$ cat src/rtl/csd_pkg.sv
package csd_pkg;

  localparam int RAT_W  = 4;
  localparam int CODE_W = 3;

  typedef logic [RAT_W-1:0] ratio_t;

  function automatic ratio_t ratio_of(input logic [CODE_W-1:0] code);
    ratio_t r;
    case (code)
      3'd1:    r = 4'd2;
      3'd2:    r = 4'd4;
      3'd3:    r = 4'd6;
      3'd4:    r = 4'd8;
      3'd5:    r = 4'd12;
      default: r = 4'd1;
    endcase
    return r;
  endfunction

  // number of source periods the level stays high within one output period
  function automatic ratio_t high_len(input ratio_t r);
    ratio_t h;
    if (r == 4'd1 || r == 4'd3) h = 4'd1;
    else                        h = r >> 1;
    return h;
  endfunction

endpackage

$ cat src/rtl/csd_regs.sv
module csd_regs
  import csd_pkg::*;
#(
  parameter int DATA_W   = 8,
  parameter int ADDR_W   = 2,
  parameter int SEL_W    = 3,
  parameter bit HAS_MUX  = 1'b1,
  parameter bit HAS_GATE = 1'b1
) (
  input  logic              clk,
  input  logic              rst_n,
  input  logic              wr,
  input  logic [ADDR_W-1:0] addr,
  input  logic [DATA_W-1:0] wdata,
  output logic [DATA_W-1:0] rdata,
  output logic              src_sw,
  output logic [SEL_W-1:0]  src_sel,
  output logic              div_sw,
  output logic              d3_sw,
  output logic [CODE_W-1:0] code,
  output logic              gate_on
);

  localparam int IDX_W = SEL_W + 1;
  localparam logic [ADDR_W-1:0] A_SRC  = ADDR_W'(0);
  localparam logic [ADDR_W-1:0] A_DIV  = ADDR_W'(1);
  localparam logic [ADDR_W-1:0] A_GATE = ADDR_W'(2);

  logic              wr_src, wr_div, wr_gate;
  logic              div_sw_q, d3_sw_q;
  logic [CODE_W-1:0] code_q;
  logic [IDX_W-1:0]  idx_rd;

  assign wr_src  = wr && (addr == A_SRC);
  assign wr_div  = wr && (addr == A_DIV);
  assign wr_gate = wr && (addr == A_GATE);

  always_ff @(posedge clk or negedge rst_n) begin
    if (!rst_n) begin
      div_sw_q <= 1'b0;
      d3_sw_q  <= 1'b0;
      code_q   <= '0;
    end else if (wr_div) begin
      div_sw_q <= wdata[0];
      d3_sw_q  <= wdata[1];
      code_q   <= wdata[4 +: CODE_W];
    end
  end

  assign div_sw = div_sw_q;
  assign d3_sw  = d3_sw_q;
  assign code   = code_q;

  generate
    if (HAS_MUX) begin : g_mux
      logic             sw_q, sw_d;
      logic [SEL_W-1:0] sel_q, sel_d;
      logic [IDX_W-1:0] idx_wr, idx_m1;

      always_comb begin
        idx_wr = wdata[IDX_W-1:0];
        idx_m1 = idx_wr - 1'b1;
        sw_d   = sw_q;
        sel_d  = sel_q;
        if (wr_src) begin
          sw_d = (idx_wr != '0);
          if (idx_wr != '0) sel_d = idx_m1[SEL_W-1:0];
        end
      end

      always_ff @(posedge clk or negedge rst_n) begin
        if (!rst_n) begin
          sw_q  <= 1'b0;
          sel_q <= '0;
        end else begin
          sw_q  <= sw_d;
          sel_q <= sel_d;
        end
      end

      assign src_sw  = sw_q;
      assign src_sel = sel_q;
      assign idx_rd  = sw_q ? ({1'b0, sel_q} + 1'b1) : '0;
    end else begin : g_nomux
      assign src_sw  = 1'b0;
      assign src_sel = '0;
      assign idx_rd  = '0;
    end

    if (HAS_GATE) begin : g_gate
      logic gate_q;
      always_ff @(posedge clk or negedge rst_n) begin
        if (!rst_n)       gate_q <= 1'b0;
        else if (wr_gate) gate_q <= wdata[0];
      end
      assign gate_on = gate_q;
    end else begin : g_nogate
      assign gate_on = 1'b1;
    end
  endgenerate

  always_comb begin
    rdata = '0;
    case (addr)
      A_SRC:  rdata[IDX_W-1:0] = idx_rd;
      A_DIV:  begin
        rdata[0]            = div_sw_q;
        rdata[1]            = d3_sw_q;
        rdata[4 +: CODE_W]  = code_q;
      end
      A_GATE: rdata[0] = gate_on;
      default: rdata = '0;
    endcase
  end

endmodule

$ cat src/rtl/csd_srcmux.sv
module csd_srcmux #(
  parameter int SEL_W   = 3,
  parameter bit HAS_MUX = 1'b1
) (
  input  logic                  ref_tick,
  input  logic [(1<<SEL_W)-1:0] alt_tick,
  input  logic                  src_sw,
  input  logic [SEL_W-1:0]      src_sel,
  output logic                  sel_tick
);

  generate
    if (HAS_MUX) begin : g_two_level
      logic alt_pick;
      assign alt_pick = alt_tick[src_sel];
      assign sel_tick = src_sw ? alt_pick : ref_tick;
    end else begin : g_fixed
      assign sel_tick = ref_tick;
    end
  endgenerate

endmodule

$ cat src/rtl/csd_div.sv
module csd_div
  import csd_pkg::*;
(
  input  logic              clk,
  input  logic              rst_n,
  input  logic              tick,
  input  logic              div_sw,
  input  logic              d3_sw,
  input  logic [CODE_W-1:0] code,
  output logic              pulse,
  output logic              phase,
  output ratio_t            cnt,
  output ratio_t            ratio
);

  ratio_t ratio_nxt, ratio_q, ratio_use, cnt_q, cnt_d;
  logic   pulse_q, pulse_d, phase_q, phase_d;
  logic   at_bound, load_en;

  always_comb begin
    if (d3_sw)       ratio_nxt = 4'd3;
    else if (!div_sw) ratio_nxt = 4'd1;
    else             ratio_nxt = ratio_of(code);
  end

  assign at_bound  = (cnt_q == '0);
  assign load_en   = tick && at_bound;
  assign ratio_use = at_bound ? ratio_nxt : ratio_q;

  always_comb begin
    cnt_d   = cnt_q;
    phase_d = phase_q;
    pulse_d = 1'b0;
    if (tick) begin
      pulse_d = at_bound;
      phase_d = (cnt_q < high_len(ratio_use));
      cnt_d   = (cnt_q == ratio_use - 1'b1) ? '0 : cnt_q + 1'b1;
    end
  end

  always_ff @(posedge clk or negedge rst_n) begin
    if (!rst_n)       ratio_q <= 4'd1;
    else if (load_en) ratio_q <= ratio_nxt;
  end

  always_ff @(posedge clk or negedge rst_n) begin
    if (!rst_n) begin
      cnt_q   <= '0;
      pulse_q <= 1'b0;
      phase_q <= 1'b0;
    end else begin
      cnt_q   <= cnt_d;
      pulse_q <= pulse_d;
      phase_q <= phase_d;
    end
  end

  assign pulse = pulse_q;
  assign phase = phase_q;
  assign cnt   = cnt_q;
  assign ratio = ratio_q;

endmodule

$ cat src/rtl/clk_seldiv_cell.sv
module clk_seldiv_cell
  import csd_pkg::*;
#(
  parameter int DATA_W   = 8,
  parameter int ADDR_W   = 2,
  parameter int SEL_W    = 3,
  parameter bit HAS_MUX  = 1'b1,
  parameter bit HAS_GATE = 1'b1
) (
  input  logic                  clk,
  input  logic                  rst_n,
  input  logic                  ref_tick,
  input  logic [(1<<SEL_W)-1:0] alt_tick,
  input  logic                  reg_wr,
  input  logic [ADDR_W-1:0]     reg_addr,
  input  logic [DATA_W-1:0]     reg_wdata,
  output logic [DATA_W-1:0]     reg_rdata,
  output logic                  clk_pulse,
  output logic                  clk_level
);

  localparam int IDX_W = SEL_W + 1;

  logic              rst_meta, rst_sync_n;
  logic              src_sw, div_sw, d3_sw, gate_on, sel_tick;
  logic [SEL_W-1:0]  src_sel;
  logic [CODE_W-1:0] code;
  logic              div_pulse, div_phase;
  ratio_t            div_cnt, div_ratio;

  always_ff @(posedge clk or negedge rst_n) begin
    if (!rst_n) begin
      rst_meta   <= 1'b0;
      rst_sync_n <= 1'b0;
    end else begin
      rst_meta   <= 1'b1;
      rst_sync_n <= rst_meta;
    end
  end

  csd_regs #(
    .DATA_W(DATA_W), .ADDR_W(ADDR_W), .SEL_W(SEL_W),
    .HAS_MUX(HAS_MUX), .HAS_GATE(HAS_GATE)
  ) u_regs (
    .clk(clk), .rst_n(rst_sync_n), .wr(reg_wr), .addr(reg_addr),
    .wdata(reg_wdata), .rdata(reg_rdata), .src_sw(src_sw),
    .src_sel(src_sel), .div_sw(div_sw), .d3_sw(d3_sw), .code(code),
    .gate_on(gate_on)
  );

  csd_srcmux #(.SEL_W(SEL_W), .HAS_MUX(HAS_MUX)) u_mux (
    .ref_tick(ref_tick), .alt_tick(alt_tick), .src_sw(src_sw),
    .src_sel(src_sel), .sel_tick(sel_tick)
  );

  csd_div u_div (
    .clk(clk), .rst_n(rst_sync_n), .tick(sel_tick), .div_sw(div_sw),
    .d3_sw(d3_sw), .code(code), .pulse(div_pulse), .phase(div_phase),
    .cnt(div_cnt), .ratio(div_ratio)
  );

  assign clk_pulse = div_pulse & gate_on;
  assign clk_level = div_phase & gate_on;

endmodule

$ cat config.mk
export PLATFORM = sky130hd
export DESIGN_NAME = clk_seldiv_cell
export DESIGN_NICKNAME = d
export VERILOG_FILES = /design/src/rtl/csd_pkg.sv /design/src/rtl/csd_regs.sv /design/src/rtl/csd_srcmux.sv /design/src/rtl/csd_div.sv /design/src/rtl/clk_seldiv_cell.sv
export SDC_FILE = /design/constraint.sdc
export NUM_CORES = 1
export LEC_CHECK = 0
export ABC_AREA = 1
export BUFFER_PORTS_ARGS = -buffer_cell sky130_fd_sc_hd__clkbuf_2
export CAP_MARGIN = 5
export CORE_MARGIN = 3
export CORE_UTILIZATION = 59
export CTS_CLUSTER_DIAMETER = 50
export DETAILED_ROUTE_END_ITERATION = 10
export HOLD_SLACK_MARGIN = 0.05
export PLACE_DENSITY = 0.85
export SETUP_SLACK_MARGIN = 0.4
export SLEW_MARGIN = 20
export SYNTH_ARGS = -nofsm -noshare
export SYNTH_HDL_FRONTEND = slang
export SYNTH_SLANG_ARGS = --single-unit
export TNS_END_PERCENT = 100
$ cat constraint.sdc
create_clock -name clk -period 3 [get_ports clk]
set_input_delay 0.45 -clock clk [delete_from_list [all_inputs] [get_ports clk]]
set_output_delay 0.45 -clock clk [all_outputs]
set_load 0.01 [all_outputs]
==> run summary, run 1 <==
Status: finished clean
IO Pins: 32
First-pass GRT wire length: 5630 um
Post-synth EDFFs: 0
CP endpoint kind: flop
H-tree depth: 1
Crit Path Class: flop to flop
Final period utilization: 78.7%
Rows: 18
Area leader, netlist: dfrtp_1
Ys flop type: dfrtp_1
Arrival time at the worst endpoint: 2.59 ns
Syn Inst Count: 211
Design Area, Final: 1800 um2
Final core utilization: 72.0%
Share of cells above drive strength 1: 25.0%
Post-DP HPWL: 2480 um
Distinct cells, synth: 34
Setup TNS: 0 ns
VDD IR max: 0.661 mV
Antenna Diode Count: 0
Largest net degree at the start of global routing: 21
Clock-pin transition on the worst setup and hold timing paths: 0.13 ns
Slew @ Worst Pin: 0.805 ns
Max Root-Sink Buffers: 2
Avg Synthesized Cell Area: 7.48 um2
Post-CTS Setup Inserts: 0
Fmax: 0.424 GHz
Top-count cell post-synth: nand2_1
Vias in the first global route: 1386
Core area: 2500 um2
Die width: 57.7 um
Worst Setup Start Kind: flop
CTS buffer count: 3
CTS tree: built
Starting DRT DRC Count: 35
Number of remaining DRC errors: 0
Number of port buffers: 29
Post-synth top cells: nand2_1 (53), inv_1 (27), dfrtp_1 (21)
RSZ-0062 raised after global routing: false
Fin Hold WS: 0.330 ns
Die height: 57.7 um
Drt pass-1 iters: 4
Max transition margin: 46.4%
Setup Viol. Count Final: 0
Syn-to-layout area delta: 14.0%
Fillers: 193
Total Wirelength: 3100 um
Via count: 1392
Root buf cell: clkbuf_4
Initial core utilization: 63.1%
YS warnings: 0
Leakage power: 0.992 nW
Clock Sinks: 22
CP Data Required Time: 3.23 ns
Pins Over Slew Limit: 0
Final Critical Period: 2.36 ns
Fin nets: 279
Hold WC Path Type: flop to asynchronous set/reset pin
Register area share after synthesis: 35.0%
Initial antenna violation count: 0
Mapped cell area: 1580 um2
#FFs+latches synth: 22
Global router's overall resource usage: 21.5%
Clock Skew: 0.00998 ns
Hold Fails Final Rpt: 0
Clock Latency Late Sink: 0.32 ns
Max Cap Viol: 0
FFs w/ async S/R, synth: 100%
Main area contributors after synthesis: dfrtp_1 (33%), nand2_1 (13%), ha_1 (9.5%)
Worst-path fanout max: 7
Post-route ant nets: 0
Area after DPL: 1750 um2
Die Area: 3330 um2
Pwr Total: 0.00150 W
WL per Instance: 11.3 um
GPL Wtd Cong: 0.795
Congestion Overflow GR: 0
Vias per cell: 5.08
Power Dens Cells: 832 nW/um2
Area share of the largest cell type after synthesis: 33.3%
Syn Nets: 245
Internal reg-to-reg setup slack: 0.64 ns
## what timing repair did
item	in CTS	in global routing
gates resized for setup	0	1
hold buffers	1	0
hold endpoints to repair	2	0
setup endpoints to repair	0	4
## stage by stage
step	std cells	setup WS [ns]
detailed placement	269	0.597
global route	274	0.432
CTS	274	0.581
global placement	269	0.647
floorplan	211	0.823
finish	274	0.639
## critical path, stage by stage (launching register included)
cell and delay [ns]:
dfrtp_1 0.45, inv_2 0.12, ha_1 0.20, nand3_4 0.16
inv_4 0.13, nand2_1 0.08, o21ai_2 0.10, inv_1 0.10
ha_1 0.31, xor2_1 0.15, nand3_1 0.13, nor2_4 0.15
nand3_2 0.09, nand2_1 0.06, inv_1 0.03
## per-layer routing
| metal | vias up | share of wire (%) | GRT usage (%) |
|---|---|---|---|
| met5 | - | 0 | 0 |
| met4 | 0 | 2.1 | 10.6 |
| met3 | 7 | 2.6 | 2.90 |
| met2 | 18 | 48 | 35.8 |
| met1 | 635 | 47 | 27.5 |
| li1 | 732 | - | - |
## path summary, 6_finish.rpt
path | endpoint | from | cells past startpoint
max in group asynchronous | u_div.ratio[3] | rst_sync_n | 0
max reg2reg | u_div.cnt[2] | u_div.cnt[0] | 14
min | u_regs.d3_sw | rst_sync_n | 0
min in group clk | u_regs.code[0] | reg_wdata[4] | 3
max | u_div.cnt[2] | u_div.cnt[0] | 14
min reg2reg | u_regs.d3_sw | rst_sync_n | 0
## placed cells by master (no fill, tap or decap), types with 2 or more instances in the layout
cell type  instances
nor2_1            17
xor2_1             3
clkbuf_2          29
o21ai_1            7
nand2_1           53
nor3_1             5
a21oi_1            4
o21ai_0            7
conb_1             2
inv_4              2
xnor2_1            2
nand3_1           14
nand2_2            3
dfrtp_1           21
o21ai_2            3
nand3_2            2
nand4_1            3
inv_2              9
nand2_4            2
inv_1             26
ha_1              12
clkbuf_4           3
## sequential cells by signal, summed over array words and instances, names as in the netlist
register and flops:
u_div.cnt 4, u_div.ratio 4, u_regs.code 3, u_regs.src_sel 3, rst_meta 1, rst_sync_n 1
u_div.phase 1, u_div.pulse 1, u_regs.d3_sw 1, u_regs.div_sw 1, u_regs.gate_on 1, u_regs.src_sw 1
## kinds of logic (layout without fill, tap and decap cells)
family / count (synthesis) / after routing / synth area share (%)
flops: 22 / 22 / 35.0
fa+ha+maj: 12 / 12 / 9.52
buf+inv: 39 / 72 / 10.2
xor+xnor: 5 / 5 / 2.78
other cells: 2 / 2 / 0.476
compound gates: 26 / 26 / 9.68
simple gates: 105 / 105 / 32.4
## report_power, final
part,switching (W),internal (W),total (W)
clock,0.0000964,0.0000743,0.000171
combinational,0.000513,0.000338,0.000851
sequential,0.0000905,0.000385,0.000475
total,0.000700,0.000798,0.00150
## final cells by class
| type | count | area [um2] | share of cell area [%] |
|---|---|---|---|
| well taps | 30 | 37.5 | 2.09 |
| repair buffers | 30 | 155 | 8.62 |
| inverters | 38 | 153 | 8.48 |
| clock buffers | 4 | 36.3 | 2.02 |
| multi-input cells | 150 | 866 | 48.1 |
| flip-flops and latches | 22 | 552 | 30.7 |
Note: power is estimated with default switching activity, not from simulation.
==> inputs of run 2 (changes only) <==
--- a/config.mk
+++ b/config.mk
@@ -9,11 +9,11 @@
 export BUFFER_PORTS_ARGS = -buffer_cell sky130_fd_sc_hd__clkbuf_2
 export CAP_MARGIN = 5
 export CORE_MARGIN = 3
-export CORE_UTILIZATION = 59
+export CORE_UTILIZATION = 54
 export CTS_CLUSTER_DIAMETER = 50
 export DETAILED_ROUTE_END_ITERATION = 10
 export HOLD_SLACK_MARGIN = 0.05
-export PLACE_DENSITY = 0.85
+export PLACE_DENSITY = 0.79
 export SETUP_SLACK_MARGIN = 0.4
 export SLEW_MARGIN = 20
 export SYNTH_ARGS = -nofsm -noshare
==> constraint.sdc (replaced) <==
create_clock -name clk -period 2.2 [get_ports clk]
set_input_delay 0.33 -clock clk [delete_from_list [all_inputs] [get_ports clk]]
set_output_delay 0.33 -clock clk [all_outputs]
set_load 0.01 [all_outputs]
==> run 2 against run 1 <==
  * Clock skew down 0.0072 ns
  * Wire length up 17%
  * Sequential share of layout area down 3.2 points
  * Count of clock-buffer cells in the layout unchanged
  * Worst setup slack worse by 0.51 ns
  * Cell area up 12%
  * Clock power up 32%
  * Critical endpoint is now u_div.phase
  * Sequential power up 33%
==> run summary, run 2 (synthesis gave the netlist of run 1 again) <==
Status: finished clean
Starting DRT DRC Count: 44 (+26%)
Crit Path Class: flop to flop
Initial antenna violation count: 0 (unchanged)
Area after DPL: 1840 um2 (+5.0%)
Clock Sinks: 22 (unchanged)
Core area: 2640 um2 (+5.4%)
Arrival time at the worst endpoint: 2.28 ns (-0.31 ns)
Post-route ant nets: 0 (unchanged)
Worst-path fanout max: 5 (-2)
Setup Viol. Count Final: 0 (unchanged)
Hold Fails Final Rpt: 0 (unchanged)
Most frequent cells in the layout: nand2_1 (51), clkbuf_2 (29), inv_1 (23)
Post-DP HPWL: 2550 um (+2.8%)
Max Cap Viol: 0 (unchanged)
Number of remaining DRC errors: 0 (unchanged)
Number of port buffers: 29 (unchanged)
Syn-to-layout area delta: 27.7%
First-pass GRT wire length: 5930 um (+5.3%)
Share of cells above drive strength 1: 34.6% (+9.6 points)
Switching part of the total: 46.3% (-0.42 points)
Hold path startpoint: reg_wdata[5]
Largest net degree at the start of global routing: 21 (unchanged)
Clock Latency Late Sink: 0.30 ns (-0.02 ns)
R2R cell count: 17 (+3)
Final Critical Period: 2.08 ns (-0.285 ns)
Placed instance count: 274 (+1.9%)
Die height: 60.1 um (+4.1%)
Internal reg-to-reg setup slack: 0.12 ns (-0.51 ns)
H-tree depth: 1 (unchanged)
Die Area: 3610 um2 (+8.3%)
WHS Path Cells: 3
Design Area, Final: 2010 um2 (+12%)
CP Data Required Time: 2.41 ns (-0.82 ns)
Slew @ Worst Pin: 0.834 ns (+0.0295 ns)
Clock Skew: 0.00277 ns (-0.00721 ns)
Worst path max stage delay: 0.44 ns (about the same)
Max Root-Sink Buffers: 2 (unchanged)
Fillers: 204 (+5.7%)
Pint: 0.00129 W (+61%)
Hold WC Path Type: primary input to flop
Fmax: 0.482 GHz (+14%)
Comb power frac: 64.2% (+7.4 points)
Sequential share of power: 26.4% (-5.4 points)
Fin Hold WS: 0.257 ns (-0.0736 ns)
Max transition margin: 44.4% (-2.0 points)
CTS tree: built
CP endpoint kind: flop
Pins Over Slew Limit: 0 (unchanged)
Rows: 18 (unchanged)
Critical path, cell by cell: ha_4 > nand2_4 > nand4_1 > nand3_2 > nand2_4 > inv_2 > ha_2 > nor2_1 > nor2_1 > nand3_1 > nand2_1 > nand2_1 > nand2_1 > nand2_1 > nand2_1 > nand2_1 > nand2_1
Root buf cell: clkbuf_4
Initial core utilization: 59.9% (-3.2 points)
Critical path buffer and inverter count: 1 (-3)
Clock-pin transition on the worst setup and hold timing paths: 0.13 ns (about the same)
WL per Instance: 12.6 um (+11%)
Psw: 0.00111 W (+58%)
Clk network pwr share: 9.4% (-2.0 points)
CP most frequent cell: nand2_1
Worst Setup Start Kind: flop
Total Wirelength: 3610 um (+17%)
Top delay family on crit path: simple AND/OR/NAND/NOR gates
Final period utilization: 94.3% (+16 points)
Leakage power: 1.07 nW (+7.6%)
IO Pins: 32 (unchanged)
Worst Hold Endpoint: u_regs.code[1]
Vias per cell: 5.23 (+2.9%)
Vias in the first global route: 1375 (-0.79%)
RSZ-0062 raised after global routing: true
Commonest non-fill, non-tap cell in the layout: nand2_1
RR Endpoint: u_div.phase
Slowest library cell on the worst path: dfrtp_1
Fin nets: 292 (+4.7%)
Critical R2R Launch: u_regs.code[2]
VDD IR max: 1.34 mV (+100%)
Via count: 1501 (+7.8%)
Antenna Diode Count: 0 (unchanged)
GPL Wtd Cong: 0.775 (-2.5%)
Die width: 60.1 um (+4.1%)
Congestion Overflow GR: 0 (unchanged)
CTS buffer count: 3 (unchanged)
Drt pass-1 iters: 4 (unchanged)
Power Dens Cells: 1190 nW/um2 (+43%)
Non-filler instance count after layout: 287 (+4.7%)
Global router's overall resource usage: 21.6% (+0.034 points)
==> run 2: worst max-delay path by stage <==
stage | start | endpoint | slack, ns | cells past startpoint
after floorplan | u_div.cnt[1] | u_div.cnt[2] | 0.23 | 14
after global placement | u_regs.code[1] | u_div.cnt[1] | 0.13 | 14
after detailed placement | u_regs.code[1] | u_div.cnt[1] | 0.11 | 14
after CTS | u_regs.code[1] | u_div.cnt[1] | 0.10 | 13
after global routing | u_regs.code[1] | u_div.phase | -0.05 | 18
final | u_regs.code[2] | u_div.phase | 0.12 | 17
==> run 2: tightest hold or removal path, cell delays in order <==
cell and delay [ns]:
clkbuf_2 0.08, nor2_1 0.09, a21oi_1 0.04
==> run 2: what timing repair did <==
item / in CTS / in global routing
resized for setup: 5 / 9
buffers inserted: 7 / 1
endpoints found under the setup margin: 5 / 6
pin swaps: 10 / 4
endpoints found under the hold margin: 2 / 0
hold buffers: 1 / 0
==> run 2: cell type report <==
cell class                 instances  area [um2]  share of cell area (%)
sequential                        22         553                    27.5
multi-input combinational        150         976                    48.4
timing repair buffer              43         256                    12.7
inverter                          38         155                    7.70
tap                               30        37.5                    1.86
clock buffer                       4        36.3                    1.80
==> run 2: power by group through the flow <==
stage               Clock (W)  Sequential (W)  Combinational, W
finish               0.000225        0.000633           0.00154
global route         0.000240        0.000650           0.00175
CTS                  0.000228        0.000630           0.00146
detailed placement          0        0.000635           0.00135
global placement            0        0.000629           0.00133
floorplan                   0        0.000628           0.00108
==> run 2: per-stage QoR <==
stage	setup TNS, ns	setup WS, ns	power, W	utilization, %
final	0	0.125	0.00239	76.4
after global routing	-0.0536	-0.0520	0.00263	76.4
after CTS	0	0.104	0.00232	74.8
after detailed placement	0	0.110	0.00199	69.8
after global placement	0	0.129	0.00196	69.8
after floorplan	0	0.230	0.00171	-
==> run 2: layer usage <==
metal	vias to the layer above	track usage (%)	share of wire [%]
met5	-	0	0
met3	4	2.59	5.1
met1	691	30.0	46
li1	757	-	-
met4	0	3.80	1.1
met2	49	36.3	48
